[src/rtl/frac_pwm_pkg.sv]
package frac_pwm_pkg;
    typedef enum logic [1:0] {
        ST_STOPPED = 2'd0,
        ST_RUNNING = 2'd1,
        ST_ARMED   = 2'd2
    } ctl_state_e;

    localparam int unsigned EN_BIT  = 31;
    localparam int unsigned REQ_BIT = 30;
    localparam int unsigned STEP_LO = 8;
    localparam int unsigned THR_W   = 8;
endpackage

[src/rtl/frac_pwm_accum.sv]
module frac_pwm_accum #(
    parameter int unsigned BU_W = 16
) (
    input  logic            clk,
    input  logic            rst_n,
    input  logic            run,
    input  logic [BU_W-1:0] step,
    output logic [BU_W-1:0] phase,
    output logic            wrap
);
    typedef logic [BU_W-1:0] acc_t;

    logic [BU_W:0] sum;

    assign sum  = {1'b0, phase} + {1'b0, step};
    assign wrap = run & sum[BU_W];

    always_ff @(posedge clk) begin
        if (!rst_n) begin
            phase <= '0;
        end else if (run) begin
            phase <= sum[BU_W-1:0];
        end else begin
            phase <= '0;
        end
    end

    // the accumulator advances by the live step every enabled clock
    p_acc_step_r8: assert property (@(posedge clk) disable iff (!rst_n)
        run |=> phase == acc_t'($past(phase) + $past(step)));

    // the accumulator is held at zero while disabled
    p_acc_rest_r2: assert property (@(posedge clk) disable iff (!rst_n)
        !run |=> phase == '0);
endmodule

[src/rtl/frac_pwm_cmp.sv]
module frac_pwm_cmp #(
    parameter int unsigned BU_W = 16
) (
    input  logic            clk,
    input  logic            rst_n,
    input  logic            run,
    input  logic [BU_W-1:0] phase,
    input  logic [7:0]      thr,
    output logic            pwm_o
);
    localparam int unsigned TOP_LO = BU_W - 8;

    logic [7:0] top8;
    logic [TOP_LO-1:0] unused_low;

    assign top8       = phase[BU_W-1:TOP_LO];
    assign unused_low = phase[TOP_LO-1:0];

    always_comb begin
        pwm_o = run && (top8 > thr);
    end

    // disabled output is low
    p_off_low_r2: assert property (@(posedge clk) disable iff (!rst_n)
        !run |-> !pwm_o);

    // a threshold of 255 never produces a high output
    p_thr_max_low_r9: assert property (@(posedge clk) disable iff (!rst_n)
        (thr == 8'hFF) |-> !pwm_o);
endmodule

[src/rtl/frac_pwm_ctl.sv]
module frac_pwm_ctl
    import frac_pwm_pkg::*;
#(
    parameter int unsigned BU_W = 16
) (
    input  logic            clk,
    input  logic            rst_n,
    input  logic            wr_en,
    input  logic            wr_en_bit,
    input  logic            wr_req_bit,
    input  logic [BU_W-1:0] wr_step,
    input  logic [7:0]      wr_thr,
    input  logic            wrap,
    output logic            run,
    output logic            pending,
    output logic [BU_W-1:0] shadow_step,
    output logic [7:0]      shadow_thr,
    output logic [BU_W-1:0] live_step,
    output logic [7:0]      live_thr
);
    ctl_state_e state_q, state_d;
    logic accept;
    logic load_now;
    logic load_wrap;

    always_comb begin
        accept    = wr_en && (state_q != ST_ARMED);
        load_now  = accept && wr_req_bit && ((state_q == ST_STOPPED) || !wr_en_bit);
        load_wrap = (state_q == ST_ARMED) && wrap;
        state_d   = state_q;
        unique case (state_q)
            ST_STOPPED: begin
                if (accept && wr_en_bit) state_d = ST_RUNNING;      // START
            end
            ST_RUNNING: begin
                if (accept) begin
                    if (!wr_en_bit)      state_d = ST_STOPPED;      // HALT
                    else if (wr_req_bit) state_d = ST_ARMED;        // ARM
                    else                 state_d = ST_RUNNING;      // RETUNE
                end
            end
            ST_ARMED: begin
                if (wrap) state_d = ST_RUNNING;                     // COMMIT
            end
            default: state_d = ST_STOPPED;
        endcase
    end

    always_ff @(posedge clk) begin
        if (!rst_n) begin
            state_q <= ST_STOPPED;
        end else begin
            state_q <= state_d;
        end
    end

    always_ff @(posedge clk) begin
        if (!rst_n) begin
            shadow_step <= '0;
            shadow_thr  <= '0;
            live_step   <= '0;
            live_thr    <= '0;
        end else begin
            if (accept) begin
                shadow_step <= wr_step;
                shadow_thr  <= wr_thr;
            end
            if (load_now) begin
                live_step <= wr_step;
                live_thr  <= wr_thr;
            end else if (load_wrap) begin
                live_step <= shadow_step;
                live_thr  <= shadow_thr;
            end
        end
    end

    always_comb begin
        run     = (state_q != ST_STOPPED);
        pending = (state_q == ST_ARMED);
    end

    // a pending request is applied and cleared at the wrap
    p_commit_at_wrap_r5: assert property (@(posedge clk) disable iff (!rst_n)
        (pending && wrap) |=> (!pending && live_thr == $past(shadow_thr)
                               && live_step == $past(shadow_step)));

    // writes during a pending request are dropped
    p_drop_while_pending_r6: assert property (@(posedge clk) disable iff (!rst_n)
        (pending && !wrap) |=> ($stable(shadow_thr) && $stable(shadow_step) && pending));

    // a plain write while running leaves live settings untouched
    p_live_hold_r4: assert property (@(posedge clk) disable iff (!rst_n)
        (run && !pending && wr_en && wr_en_bit && !wr_req_bit) |=>
            ($stable(live_thr) && $stable(live_step)));

    // an immediate request never leaves the request bit set
    p_stop_commit_r7: assert property (@(posedge clk) disable iff (!rst_n)
        (!run && wr_en && wr_req_bit) |=> (!pending && live_thr == $past(wr_thr)));
endmodule

[src/rtl/frac_pwm.sv]
module frac_pwm
    import frac_pwm_pkg::*;
#(
    parameter int unsigned BU_W = 16
) (
    input  logic        clk,
    input  logic        rst_n,
    input  logic        wr_en,
    input  logic [31:0] wr_data,
    output logic [31:0] rd_data,
    output logic        pwm_out
);
    localparam int unsigned STEP_HI = STEP_LO + BU_W - 1;
    localparam logic [31:0] USED_MASK =
        (32'h1 << EN_BIT) | (32'h1 << REQ_BIT) |
        (((32'h1 << BU_W) - 32'h1) << STEP_LO) | 32'h0000_00FF;

    logic            run;
    logic            pending;
    logic            wrap;
    logic [BU_W-1:0] phase;
    logic [BU_W-1:0] shadow_step;
    logic [BU_W-1:0] live_step;
    logic [7:0]      shadow_thr;
    logic [7:0]      live_thr;
    logic            unused_hi;

    assign unused_hi = ^(wr_data & ~USED_MASK);

    frac_pwm_ctl #(.BU_W(BU_W)) u_ctl (
        .clk        (clk),
        .rst_n      (rst_n),
        .wr_en      (wr_en),
        .wr_en_bit  (wr_data[EN_BIT]),
        .wr_req_bit (wr_data[REQ_BIT]),
        .wr_step    (wr_data[STEP_HI:STEP_LO]),
        .wr_thr     (wr_data[THR_W-1:0]),
        .wrap       (wrap),
        .run        (run),
        .pending    (pending),
        .shadow_step(shadow_step),
        .shadow_thr (shadow_thr),
        .live_step  (live_step),
        .live_thr   (live_thr)
    );

    frac_pwm_accum #(.BU_W(BU_W)) u_acc (
        .clk  (clk),
        .rst_n(rst_n),
        .run  (run),
        .step (live_step),
        .phase(phase),
        .wrap (wrap)
    );

    frac_pwm_cmp #(.BU_W(BU_W)) u_cmp (
        .clk  (clk),
        .rst_n(rst_n),
        .run  (run),
        .phase(phase),
        .thr  (live_thr),
        .pwm_o(pwm_out)
    );

    always_comb begin
        rd_data                   = '0;
        rd_data[EN_BIT]           = run;
        rd_data[REQ_BIT]          = pending;
        rd_data[STEP_HI:STEP_LO]  = shadow_step;
        rd_data[THR_W-1:0]        = shadow_thr;
    end

    // reset leaves the output low and the readback clear
    p_reset_clear_r1: assert property (@(posedge clk)
        !rst_n |=> (rd_data == 32'h0 && !pwm_out));
endmodule

[config.mk]
export PLATFORM = sky130hd
export DESIGN_NAME = frac_pwm
export DESIGN_NICKNAME = d
export VERILOG_FILES = /design/src/rtl/frac_pwm_pkg.sv /design/src/rtl/frac_pwm_accum.sv /design/src/rtl/frac_pwm_cmp.sv /design/src/rtl/frac_pwm_ctl.sv /design/src/rtl/frac_pwm.sv
export SDC_FILE = /design/constraint.sdc
export NUM_CORES = 1
export LEC_CHECK = 0
export BUFFER_PORTS_ARGS = -buffer_cell sky130_fd_sc_hd__buf_4
export CORE_MARGIN = 4
export CORE_UTILIZATION = 54
export CTS_CLUSTER_DIAMETER = 30
export DETAILED_ROUTE_END_ITERATION = 12
export PLACE_DENSITY_LB_ADDON = 0.2
export SYNTH_ARGS = -nofsm -noshare
export SYNTH_HDL_FRONTEND = slang
export SYNTH_HIERARCHICAL = 1
export SYNTH_SLANG_ARGS = --single-unit
[constraint.sdc]
create_clock -name clk -period 4.2 [get_ports clk]
set_input_delay 0.21 -clock clk [delete_from_list [all_inputs] [get_ports clk]]
set_output_delay 0.21 -clock clk [all_outputs]
set_load 0.02 [all_outputs]
# ---- After elaboration in Yosys (flattened, before gate mapping)
# Index checks and enable logic that the tools add are counted.
dict set report word_totals {
  rom_bits 0
  n_memories 0
  out_inout_bits 33
  mem_bits_rw 0
  wordCells 38
  ff_bits 66
  latch_bits 0
  in_bits 35
}
dict set report op_classes {
  eq_ne 6
  muxes 10
  shifts 0
  reduce_logical 13
  div_mod_pow 0
  n_addsub 1
  n_mul 0
  order_cmp 1
  bitwise_logic 1
}
# op count
set ops {}
lappend ops {{$mux 16} 2}
lappend ops {{$add 16x16->17} 1}
lappend ops {{$mux 8} 2}
lappend ops {{$mux 2} 5}
lappend ops {{$gt 8x8->1} 1}
lappend ops {{$logic_and 1x1->1} 6}
lappend ops {{$pmux 2 s3} 1}
lappend ops {{$ne 2x1->1 const B} 2}
lappend ops {{$ne 2x2->1 const B} 2}
lappend ops {{$reduce_bool 2->1} 2}
lappend ops {{$reduce_and 3->1} 1}
lappend ops {{$eq 2x1->1 const B} 1}
lappend ops {{$eq 2x2->1 const B} 1}
lappend ops {{$logic_not 2->1} 1}
lappend ops {{$reduce_and 2->1} 1}
lappend ops {{$and 1x1->1} 1}
lappend ops {{$logic_not 1->1} 1}
lappend ops {{$logic_or 1x1->1} 1}

# ---- Depth between registers and ports, before layout
dict set report logic_depth {
  depth_word 5
  ltp_mapped 12
  mapped_depth_nobuf 10
}

# ---- Hierarchy
# The synthesis kept the hierarchy.
# module n_inst cells_per_inst seq_area_each_um2 area_each_um2
set modules_own_cells {}
lappend modules_own_cells {frac_pwm_ctl 1 261 1001.0 2138.3}
lappend modules_own_cells {frac_pwm_accum 1 149 320.3 1257.5}
lappend modules_own_cells {frac_pwm_cmp 1 27 0.0 197.7}
lappend modules_own_cells {frac_pwm 1 9 0.0 63.8}

# ---- Worst setup path after synthesis
# OpenSTA, ideal clock, no wires.
dict set report synth_timing {
  path_type {register to register}
  start {register u_acc.phase[0]}
  end {register u_ctl.live_step[0]}
  n_path_buf 1
  required_ns 4.109
  setup_ns 0.091
  arrival_ns 2.823
  synth_period_minus_slack_ns 2.914
  path_stages_with_launch 12
  path_slack_ns 1.286
  path_cell_list {dfxtp_1 -> ha_1 -> fa_1 -> a21o_1 -> a311o_2 -> a31oi_4 -> nor2_2 -> o31a_1 -> nand3b_1 -> clkbuf_1 -> nand2_1 -> a311oi_1}
}
dict set report synth_via {
  elab_chain_cells 4
}
# element line
set synth_lines {}
lappend synth_lines {{start, declared} frac_pwm_accum.sv:8} ;# output logic [BU_W-1:0] phase,
lappend synth_lines {{start signal, assigned} frac_pwm_accum.sv:22} ;# phase <= sum[BU_W-1:0];
lappend synth_lines {{$add 16x16->17} frac_pwm_accum.sv:15} ;# assign sum = {1'b0, phase} + {1'b0, step};
lappend synth_lines {{$and 1x1->1} frac_pwm_accum.sv:16} ;# assign wrap = run & sum[BU_W];
lappend synth_lines {{named net wrap} frac_pwm.sv:20} ;# logic wrap;
lappend synth_lines {{$logic_and 1x1->1} frac_pwm_ctl.sv:29} ;# load_wrap = (state_q == ST_ARMED) && wrap;
lappend synth_lines {{$reduce_bool 2->1 (no source line)} --}
lappend synth_lines {{end signal, assigned} frac_pwm_ctl.sv:69} ;# live_step <= wr_step;
lappend synth_lines {{end signal, assigned} frac_pwm_ctl.sv:72} ;# live_step <= shadow_step;
lappend synth_lines {{end, declared} frac_pwm_ctl.sv:18} ;# output logic [BU_W-1:0] live_step,
# The timed path passes the listed nets, and every way through them passes these cells.
# A chain may end at the register's enable or synchronous reset.

# ---- Worst setup path in the final report
dict set report layout_timing {
  start {register u_ctl.live_step[0]}
  end {register u_ctl.live_step[4]}
}
dict set report layout_via {
  elab_chain_cells 4
}
# element line
set layout_lines {}
lappend layout_lines {{$add 16x16->17} frac_pwm_accum.sv:15}
lappend layout_lines {{$and 1x1->1} frac_pwm_accum.sv:16}
lappend layout_lines {{named net wrap} frac_pwm.sv:20}
lappend layout_lines {{$logic_and 1x1->1} frac_pwm_ctl.sv:29}
lappend layout_lines {{$reduce_bool 2->1 (no source line)} --}
# The timed path passes the listed nets, and every way through them passes these cells.

==> flow_summary_export.csv <==
group,metric,value,unit
cells_and_area,area_delta_synth_final,14.3,%
die,dieArea,8150,um^2
sta,fin_ws,886,ps
drt,route.detailed.drc,0,
sta,hold_violations,0,
synthesis,synth_most_common_cell,"dfxtp_1",
grt,groute.usage.overall,23.1,%
synthesis,yosysUniqueCellTypes,56,
hold_path,holdPathEnd,"u_ctl/shadow_step[3]$_SDFFE_PN0N_",
placed_design,routabilityCongestion,0.995,
power_and_ir_drop,irDropWorstVdd,200,uV
placed_design,io_buffers,55,
die,fp-row-count,29,
sta,period_share,78.9,%
sta,fmax,302,MHz
placed_design,post-dp-hpwl,6270,um
critical_path,arrival,3560,ps
drt,first_pass_iters,5,
critical_path,cpLargestDelayFamily,"compound AO/OA/AOI/OAI gates",
synthesis,syn-instance-count,446,
synthesis,synthFlopType,"dfxtp_1",
grt,grt_start_max_net_pins,51,
clocking,root_buffer,"clkbuf_8",
synthesis,synth_top_area_share,36.1,%
sta,hold_slack,132,ps
synthesis,synth-edff-count,0,
hold_path,worstHoldPathCells,3,
synthesis,yosys_register_bits,66,
clocking,cts_max_path_buffers,2,
critical_path,end_kind,"flip-flop",
die,dieWidth,90.3,um
sta,fin_crit,3310,ps
die,die_y,90.3,um
grt,grt_overflow,0,
critical_path,required,4450,ps
synthesis,synthTopCellsByArea,"dfxtp_1 36%, ha_1 8.2%, a21oi_1 6.2%",
critical_path,r2r_end,"u_ctl/live_step[4]$_SDFFE_PN0P_",
power_and_ir_drop,p_leak,0.00169,uW
critical_path,cp_max_fo,16,
sta,fin_skew,9.15,ps
cells_and_area,drive_gt1_share,17.6,%
drt,drtIter0Drc,190,
critical_path,cp_cell_sequence,"ha_1, fa_1, a21o_1, a311o_2, a31oi_4, nor2_2, o31a_1, nand3b_1, buf_4, nand2_1, a311oi_1",
clocking,clkLatencyLatePin,340,ps
sta,tightestPinTransition,914,ps
synthesis,synthesis.area,3660,um^2
die,initial_core_util,56.6,%
sta,rsz0062_at_grt,"false",
synthesis,synth_commonest_cells,"66 x dfxtp_1, 56 x nand2_1, 45 x a21oi_1, 31 x nand3_1",
cells_and_area,antenna_cells,0,
run,maxCapViolCount,0,
critical_path,worstSetupPathType,"flip-flop to flip-flop",
sta,slew_viol_final,0,
clocking,post_cts_buffers,0,
power_and_ir_drop,cellPowerDensity,359,nW/um^2
critical_path,cpPeakStageDelay,450,ps
drt,routed_via_density,6.06,
drt,detail-route-antenna-nets,0,
cells_and_area,postLayoutCoreUtil,64.7,%
synthesis,syn_area_per_cell,8.20,um^2
clocking,cts_buffers,9,
grt,grt_pass1_wl,15700,um
clocking,cts-hold-fix-buffers,0,
sta,setup_violations,0,
critical_path,path_buf_inv,1,
hold_path,min_path_type,"primary input to flip-flop",
status,status,"complete, no violations",
critical_path,crit_slowest_cell,"a311o_2",
critical_path,r2r_slack,890,ps
clocking,cts_tree,"done",
clocking,path_clk_slew,80,ps
sta,timing.slew.headroom,38.9,%
synthesis,post-synth-top-area-cell,"dfxtp_1",
synthesis,ys_seq_area_share,36.1,%
sta,setup_tns,0,ps
die,coreArea,6460,um^2
clocking,cts.sinks,66,
drt,wl_per_cell,16.3,um
hold_path,min_from,"wr_data[11]",
clocking,ctsHtreeMaxLevel,3,
critical_path,timing.rr.start,"u_ctl/live_step[0]$_SDFFE_PN0P_",
critical_path,cp-start-kind,"flip-flop",
drt,wl,9130,um
placed_design,post-place-ws,927,ps
synthesis,ys_async_sr_fraction,0,%
cells_and_area,nets,537,
critical_path,ff2ff_path_depth,11,
clocking,cts.repair.resized,0,
grt,antenna_found_initial,0,
synthesis,yosysWarnings,6,
grt,grt_pass1_vias,3251,
drt,vias,3390,
die,ios,68,
registers in the layout, indices dropped and copies added, names as in the netlist:
register and cells:
u_acc/phase 16, u_ctl/live_step 16, u_ctl/live_thr 8, u_ctl/shadow_step 16, u_ctl/shadow_thr 8, u_ctl/state_q 2
metal layers:
layer | global-route usage, % | share of wire (%) | routed length, um
met4 | 8.93 | 1.5 | 134
met2 | 37.0 | 47 | 4320
met5 | 0 | 0 | 0
met3 | 3.50 | 5.3 | 485
met1 | 31.2 | 46 | 4190
where the power goes:
part | total, uW | internal, uW | switching (uW)
combinational | 217 | 89.3 | 127
sequential | 681 | 659 | 22.3
clock | 601 | 349 | 252
tightest hold or removal path, delay by kind of cell:
| family | cells | cell delay (ps) |
|---|---|---|
| compound gates | 1 | 50 |
| buf+inv | 1 | 110 |
| simple gates | 1 | 50 |
cells by family (layout without fill, tap and decap cells):
logic type	Yosys count	after routing	synth area share (%)
multiplexers	2	2	0.684
other	1	6	0.103
buffers and inverters	59	90	8.38
AO/OA/AOI/OAI	130	130	23.7
flip-flops	66	66	36.1
XOR/XNOR	8	8	1.92
AND/OR/NAND/NOR	155	155	20.3
adder cells (fa/ha/maj)	25	25	8.76
through the flow:
| stage | power (uW) | instance area (um^2) | cells |
|---|---|---|---|
| 3_3_place_gp | 902 | 3960 | 543 |
| 3_5_place_dp | 909 | 3960 | 543 |
| 2_1_floorplan | 845 | 3680 | 451 |
| 5_1_grt | 1560 | 4180 | 559 |
| 6_report | 1500 | 4180 | 559 |
| 4_1_cts | 1500 | 4180 | 559 |
worst max-delay path by stage:
stage,start,end,slack (ps),cells after the start
CTS,u_ctl/live_step[0]$_SDFFE_PN0P_,u_ctl/live_thr[4]$_SDFFE_PN0P_,880,11
detailed placement,u_ctl/live_step[0]$_SDFFE_PN0P_,u_ctl/live_thr[4]$_SDFFE_PN0P_,930,11
floorplan,u_acc/phase[0]$_SDFF_PN0_,u_ctl/live_step[0]$_SDFFE_PN0P_,1290,11
global placement,u_ctl/live_step[0]$_SDFFE_PN0P_,u_ctl/live_step[15]$_SDFFE_PN0P_,980,10
global route,u_ctl/live_step[0]$_SDFFE_PN0P_,u_ctl/live_step[2]$_SDFFE_PN0P_,610,11
finish,u_ctl/live_step[0]$_SDFFE_PN0P_,u_ctl/live_step[4]$_SDFFE_PN0P_,890,11
final cells by class:
type | instances | area, um^2
fillers | 578 | 2280
clock inverters | 5 | 77.6
clock buffers | 11 | 141
repair buffers | 58 | 435
well taps | 77 | 96.3
flip-flops and latches | 66 | 1320
multi-input cells | 326 | 2050
inverters | 16 | 60.1
cell usage in the layout, fill, tap and decap left out, types with 2 or more instances in the layout:
master      n
o21ai_0    29
buf_4      58
nor2b_1     2
a311oi_1   21
o211ai_1    4
xnor2_1     3
conb_1      6
nor3_1     29
nor2_1     11
inv_1      15
o21a_1      4
ha_1       24
a21oi_1    45
a21o_1      5
o2bb2a_1    2
and2_1      2
clkinv_2    2
or2_2       2
a311o_1     2
nand2_1    56
bufinv_16   2
clkbuf_8   10
and3_1      3
dfxtp_1    66
nand4_1     8
a311oi_2    2
nand3_1    31
a31oi_1     4
o31a_1      2
xor2_1      5
No activity file was read; power rests on OpenSTA's default activity.
